**src/rtl/i2c_buserr_pkg.sv**
```systemverilog
// Package: shared status codes for the I2C bus error monitor.
package i2c_buserr_pkg;
    localparam logic [7:0] ST_BUS_ERROR = 8'h00;
    localparam logic [7:0] ST_NO_INFO   = 8'hF8;
endpackage

```
**src/rtl/i2c_cond_detect.sv**
```systemverilog
// Detects START, STOP and SCL edges from synchronized line levels.
// Assumes scl_i/sda_i are already synchronized to clk; lines idle high.
module i2c_cond_detect (
    input  logic clk,
    input  logic rst_n,
    input  logic scl_i,
    input  logic sda_i,
    output logic start_o,
    output logic stop_o,
    output logic scl_rise_o,
    output logic scl_fall_o
);
    logic scl_q, sda_q;

    // Hold previous line levels; reset to idle-high so reset never looks like an event.
    always_ff @(posedge clk) begin
        if (!rst_n) begin
            scl_q <= 1'b1;
            sda_q <= 1'b1;
        end else begin
            scl_q <= scl_i;
            sda_q <= sda_i;
        end
    end

    // Decode events from the current and previous levels.
    always_comb begin
        start_o    = scl_i & scl_q & sda_q & ~sda_i;
        stop_o     = scl_i & scl_q & ~sda_q & sda_i;
        scl_rise_o = scl_i & ~scl_q;
        scl_fall_o = ~scl_i & scl_q;
    end

    a_r2_start_stop_exclusive: assert property (@(posedge clk) disable iff (!rst_n)
        !(start_o && stop_o));
endmodule

```
**src/rtl/i2c_frame_tracker.sv**
```systemverilog
// Counts completed bits of the current frame: 0..DATA_BITS, where DATA_BITS is
// the acknowledge slot. A falling SCL edge only counts if a rising edge came
// after the last START/STOP, so the SCL fall that follows a START is skipped.
module i2c_frame_tracker #(
    parameter int DATA_BITS = 8,
    localparam int POS_W = $clog2(DATA_BITS + 1)
) (
    input  logic             clk,
    input  logic             rst_n,
    input  logic             start_i,
    input  logic             stop_i,
    input  logic             scl_rise_i,
    input  logic             scl_fall_i,
    input  logic             clear_i,
    output logic [POS_W-1:0] pos_o
);
    localparam logic [POS_W-1:0] ACK_POS = POS_W'(DATA_BITS);

    logic armed;

    // Track completed bits; conditions and recovery restart the frame.
    always_ff @(posedge clk) begin
        if (!rst_n) begin
            pos_o <= '0;
            armed <= 1'b0;
        end else if (start_i || stop_i || clear_i) begin
            pos_o <= '0;
            armed <= 1'b0;
        end else if (scl_rise_i) begin
            armed <= 1'b1;
        end else if (scl_fall_i && armed) begin
            armed <= 1'b0;
            pos_o <= (pos_o == ACK_POS) ? '0 : pos_o + 1'b1;
        end
    end

    a_r4_pos_in_range: assert property (@(posedge clk) disable iff (!rst_n)
        pos_o <= ACK_POS);
    a_r5_wrap_after_ack: assert property (@(posedge clk) disable iff (!rst_n)
        (scl_fall_i && armed && pos_o == ACK_POS && !start_i && !stop_i && !clear_i)
        |=> pos_o == '0);
endmodule

```
**src/rtl/i2c_err_ctl.sv**
```systemverilog
// Classifies START/STOP by frame position, latches the bus error and runs the
// recovery handshake (flag write-one-to-clear with stop-request set).
// Assumes pos_i comes from i2c_frame_tracker and eng_idle_i from the engine.
module i2c_err_ctl
    import i2c_buserr_pkg::*;
#(
    parameter int POS_W = 4
) (
    input  logic             clk,
    input  logic             rst_n,
    input  logic             start_i,
    input  logic             stop_i,
    input  logic [POS_W-1:0] pos_i,
    input  logic             eng_idle_i,
    input  logic             csr_wr_i,
    input  logic             csr_flag_wr1_i,
    input  logic             csr_stop_i,
    output logic             err_pulse_o,
    output logic             evt_flag_o,
    output logic [7:0]       status_o,
    output logic             stop_req_o,
    output logic             bus_release_o,
    output logic             eng_reset_o
);
    logic err_pend, illegal, recover;

    // Misplaced condition and recovery decode.
    always_comb begin
        illegal = (start_i | stop_i) & ~eng_idle_i & (pos_i != '0) & ~err_pend;
        recover = csr_wr_i & csr_flag_wr1_i & (csr_stop_i | stop_req_o) & err_pend;
    end

    // Error latch, pulses, event flag and stop-request bit.
    always_ff @(posedge clk) begin
        if (!rst_n) begin
            err_pend    <= 1'b0;
            err_pulse_o <= 1'b0;
            eng_reset_o <= 1'b0;
            evt_flag_o  <= 1'b0;
            stop_req_o  <= 1'b0;
        end else begin
            err_pulse_o <= illegal;
            eng_reset_o <= recover;
            if (illegal)       err_pend <= 1'b1;
            else if (recover)  err_pend <= 1'b0;
            if (illegal)                              evt_flag_o <= 1'b1;
            else if (csr_wr_i && csr_flag_wr1_i)      evt_flag_o <= 1'b0;
            if (recover)                              stop_req_o <= 1'b0;
            else if (csr_wr_i && csr_stop_i)          stop_req_o <= 1'b1;
        end
    end

    // Status and line release follow the latched error.
    always_comb begin
        status_o      = err_pend ? ST_BUS_ERROR : ST_NO_INFO;
        bus_release_o = err_pend;
    end

    a_r2_error_position: assert property (@(posedge clk) disable iff (!rst_n)
        err_pulse_o |-> ($past(pos_i) != '0) && !$past(eng_idle_i));
    a_r2_pulse_sets_outputs: assert property (@(posedge clk) disable iff (!rst_n)
        err_pulse_o |-> evt_flag_o && status_o == ST_BUS_ERROR && bus_release_o);
    a_r7_no_pulse_when_pending: assert property (@(posedge clk) disable iff (!rst_n)
        err_pulse_o |-> !$past(err_pend));
    a_r8_recovery_clears: assert property (@(posedge clk) disable iff (!rst_n)
        eng_reset_o |-> !stop_req_o && !evt_flag_o && status_o == ST_NO_INFO);
    a_r12_err_single: assert property (@(posedge clk) disable iff (!rst_n)
        err_pulse_o |=> !err_pulse_o);
    a_r12_rst_single: assert property (@(posedge clk) disable iff (!rst_n)
        eng_reset_o |=> !eng_reset_o);
endmodule

```
**src/rtl/i2c_buserr_mon.sv**
```systemverilog
// Top: I2C bus error monitor. Watches synchronized lines, flags misplaced
// START/STOP conditions and returns the engine to not-addressed on recovery.
// Assumes the engine honours bus_release_o and eng_reset_o; no STOP is driven.
module i2c_buserr_mon #(
    parameter int DATA_BITS = 8
) (
    input  logic       clk,
    input  logic       rst_n,
    input  logic       scl_i,
    input  logic       sda_i,
    input  logic       eng_idle_i,
    input  logic       csr_wr_i,
    input  logic       csr_flag_wr1_i,
    input  logic       csr_stop_i,
    output logic       err_pulse_o,
    output logic       evt_flag_o,
    output logic [7:0] status_o,
    output logic       stop_req_o,
    output logic       bus_release_o,
    output logic       eng_reset_o
);
    localparam int POS_W = $clog2(DATA_BITS + 1);

    logic             start_w, stop_w, rise_w, fall_w;
    logic [POS_W-1:0] pos_w;

    i2c_cond_detect u_cond (
        .clk        (clk),
        .rst_n      (rst_n),
        .scl_i      (scl_i),
        .sda_i      (sda_i),
        .start_o    (start_w),
        .stop_o     (stop_w),
        .scl_rise_o (rise_w),
        .scl_fall_o (fall_w)
    );

    i2c_frame_tracker #(.DATA_BITS(DATA_BITS)) u_track (
        .clk        (clk),
        .rst_n      (rst_n),
        .start_i    (start_w),
        .stop_i     (stop_w),
        .scl_rise_i (rise_w),
        .scl_fall_i (fall_w),
        .clear_i    (eng_reset_o),
        .pos_o      (pos_w)
    );

    i2c_err_ctl #(.POS_W(POS_W)) u_err (
        .clk            (clk),
        .rst_n          (rst_n),
        .start_i        (start_w),
        .stop_i         (stop_w),
        .pos_i          (pos_w),
        .eng_idle_i     (eng_idle_i),
        .csr_wr_i       (csr_wr_i),
        .csr_flag_wr1_i (csr_flag_wr1_i),
        .csr_stop_i     (csr_stop_i),
        .err_pulse_o    (err_pulse_o),
        .evt_flag_o     (evt_flag_o),
        .status_o       (status_o),
        .stop_req_o     (stop_req_o),
        .bus_release_o  (bus_release_o),
        .eng_reset_o    (eng_reset_o)
    );
endmodule

```
**config.mk**
```make
export PLATFORM = sky130hd
export DESIGN_NAME = i2c_buserr_mon
export DESIGN_NICKNAME = d
export VERILOG_FILES = /design/src/rtl/i2c_buserr_pkg.sv /design/src/rtl/i2c_cond_detect.sv /design/src/rtl/i2c_frame_tracker.sv /design/src/rtl/i2c_err_ctl.sv /design/src/rtl/i2c_buserr_mon.sv
export SDC_FILE = /design/constraint.sdc
export NUM_CORES = 1
export LEC_CHECK = 0
export BUFFER_PORTS_ARGS = -buffer_cell sky130_fd_sc_hd__buf_2
export CAP_MARGIN = 15
export CORE_AREA = 2 2 39 41
export CTS_CLUSTER_DIAMETER = 40
export CTS_CLUSTER_SIZE = 16
export DETAILED_ROUTE_END_ITERATION = 12
export DIE_AREA = 0 0 41 43
export PLACE_DENSITY = 0.72
export SETUP_SLACK_MARGIN = 0.2
export SYNTH_ARGS = -nofsm -noshare
export SYNTH_HDL_FRONTEND = slang
export SYNTH_SLANG_ARGS = --single-unit
```
**constraint.sdc**
```tcl
create_clock -name clk -period 3.8 [get_ports clk]
set_input_delay 0.76 -clock clk [delete_from_list [all_inputs] [get_ports clk]]
set_output_delay 0.76 -clock clk [all_outputs]
set_load 0.02 [all_outputs]
```
==> flow_summary_export.csv <==
group,metric,value,unit
synthesis,yosysSeqAreaShare,0.414,
drt,detail-route-antenna-nets,0,
clocking,cts_root_buf,"clkbuf_4",
synthesis,yosys-top-cells-area,"dfxtp_1, buf_4, ha_1",
drt,drt_iter0_drc,1,
final_layout,final_area,677,um^2
timing,rsz0062_at_grt,"false",
clocking,cts.hold.buffers_added,0,
place,numPortBuffers,17,
synthesis,synthDistinctLibCells,25,
clocking,cts_tree,"built",
clocking,post_cts_buffers,0,
place,post_dp_cell_area,641,um^2
drt,wirelength,967,um
clocking,clk_latency,0.27,ns
synthesis,synth_area_per_cell,9.07,um^2
global_route,met2_usage,0.219,
clocking,numCtsBuffers,3,
synthesis,yosysWarningCount,0,
drt,dr_total_vias,475,
setup_path,critPathArrivalTime,0.94,ns
synthesis,synth.top_cell.area_share,0.414,
global_route,globalRoute.totalOverflow,0,
synthesis,syn_area,581,um^2
global_route,grtUsageMet1,0.164,
worst_hold_path,hold_path_end,"u_err.eng_reset_o",
timing,layout_min_cycle_time,1.70,ns
worst_hold_path,hold_start,"u_err.bus_release_o",
die,ios,21,
clocking,cts.repair.resized,0,
worst_hold_path,holdPathStages,2,
die,coreArea,0.00138,mm^2
clocking,cts_max_level,1,
place,hpwl,776,um
timing,hold_ws,0.485,ns
synthesis,ys.flop_type,"dfxtp_1",
synthesis,synth-edff-count,0,
die,dieArea,0.00176,mm^2
global_route,grt_use_total,0.137,
global_route,grtUsageMet3,0.0314,
global_route,grt_pass1_wl,1.68,mm
timing,slew_violations,0,
final_layout,seq_area,240,um^2
global_route,grt_max_degree,9,
worst_hold_path,min_path_type,"register to register",
drt,wire_per_inst,10.1,um
final_layout,multiInputGateArea,273,um^2
global_route,grt-busiest-layer,"met2",
setup_path,path_class,"register to output port",
drt,drc,0,
timing,setup-violations-final,0,
outcome,status,"complete, no violations",
global_route,antenna_found_initial,0,
die,std_cell_rows,14,
timing,hold_viol,0,
timing,fin_crit_sh,0.447,
setup_path,critPathCaptureType,"output port",
synthesis,synth_async_sr_flop_share,0,
timing,finClkSkew,0.00281,ns
flow_run,maxCapViolations,0,
setup_path,timing.rr.start,"u_track.pos_o[0]",
pwr,cellLeakagePower,0.296,nW
final_layout,diodes,0,
clocking,clkTransAtPathRegs,0.08,ns
clocking,clk_path_buf_depth,2,
final_layout,drive_above_1_share,0.288,
setup_path,critPathMaxFanout,6,
drt,drt-pass1-iter-count,2,
die,fp.dieW,41,um
global_route,grt_pass1_vias,441,
timing,fmax,0.589,GHz
die,die_h,43,um
setup_path,rrSetupSlack,2.52,ns
final_layout,nets,91,
drt,drt-vias-per-instance,4.95,
die,start_util,0.420,
synthesis,yosysTopAreaCell,"dfxtp_1",
final_layout,nFillCells,129,
setup_path,reg2reg_depth,5,
synthesis,syn_inst,64,
setup_path,critPathLaunchType,"register",
pwr,peakVddDrop,0.000224,V
setup_path,r2r-end,"u_err.bus_release_o",
pwr,p_per_area,374,mW/mm^2
synthesis,ys_seq_elements,12,
final_layout,area_growth,16.6,%
timing,setup_tns,0,ns
setup_path,crit_required,3.04,ns
clocking,clock_sinks,12,
place,place_congestion,0.688,
cell usage in the layout, fill, tap and decap left out, drive strengths merged:
master and n:
a31oi 1, nand2 6, nor2b 1, nor2 4, nor4 1, or3b 1, conb 3, or2b 2
xnor2 1, o211ai 1, nand3 1, inv 6, clkbuf 4, ha 2, a31o 2, dfxtp 12
o21ai 5, mux2i 1, or4 1, a2111o 1, a311o 1, a21oi 4, nand3b 1, buf 17
nor3b 1
metal layers:
layer,wire (um),vias up,part of all wire
li1,-,243,-
met1,423,213,0.44
met2,473,17,0.49
met3,57,2,0.059
met4,13,0,0.013
met5,0,-,0
where the power goes:
| group | internal (mW) | switching, mW | total (mW) |
|---|---|---|---|
| sequential | 0.128 | 0.00197 | 0.130 |
| combinational | 0.00820 | 0.0126 | 0.0208 |
| clock | 0.0582 | 0.0437 | 0.102 |
| total | 0.195 | 0.0583 | 0.253 |
cell families (layout without fill, tap and decap cells):
family,after synthesis,count (layout),share of synthesized area
buffers and inverters,13,27,0.129
other,1,3,0.00646
AND/OR/NAND/NOR,19,19,0.207
AO/OA/AOI/OAI,15,15,0.168
multiplexers,1,1,0.0172
flip-flops,12,12,0.414
XOR/XNOR,1,1,0.0151
adder cells (fa/ha/maj),2,2,0.0431
metrics by stage:
| stage | instances | setup slack, ns | power, mW | utilization |
|---|---|---|---|---|
| after floorplan | 66 | 2.16 | 0.148 | - |
| after global placement | 92 | 2.01 | 0.154 | 0.463 |
| after detailed placement | 92 | 2.00 | 0.154 | 0.463 |
| after CTS | 96 | 2.08 | 0.255 | 0.489 |
| after global routing | 96 | 2.04 | 0.265 | 0.489 |
| final | 96 | 2.10 | 0.253 | 0.489 |
state kept, by name, summed over array words and instances (netlist names):
register / count
u_cond.sda_q: 1
u_err.err_pulse_o: 1
u_err.evt_flag_o: 1
u_track.armed: 1
u_err.bus_release_o: 1
u_err.eng_reset_o: 1
u_err.stop_req_o: 1
u_track.pos_o: 4
u_cond.scl_q: 1
synthesized netlist by cell type (2+ instances only):
library cell,count
inv_1,6
a21oi_1,4
nand2_1,6
buf_4,7
dfxtp_1,12
or2b_1,2
o21ai_0,4
nor2_1,4
ha_1,2
a31o_1,2
worst max-delay path by stage:
stage	start	to
CTS	u_err.bus_release_o	status_o[5]
global route	u_err.bus_release_o	status_o[5]
global placement	scl_i	u_track.pos_o[3]
detailed placement	rst_n	u_err.evt_flag_o
finish	u_err.bus_release_o	status_o[5]
floorplan	u_err.bus_release_o	status_o[4]
critical path, cell delays in order, from the launching register on:
cell,delay [ns]
dfxtp_1,0.39
inv_1,0.11
buf_2,0.17
cell type report:
cell class	count	area share
clock buffers	4	0.0536
inverters	6	0.0333
multi-input cells	41	0.403
flip-flops and latches	12	0.355
well taps	16	0.0296
repair buffers	17	0.126
No activity file was read; power rests on OpenSTA's default activity.
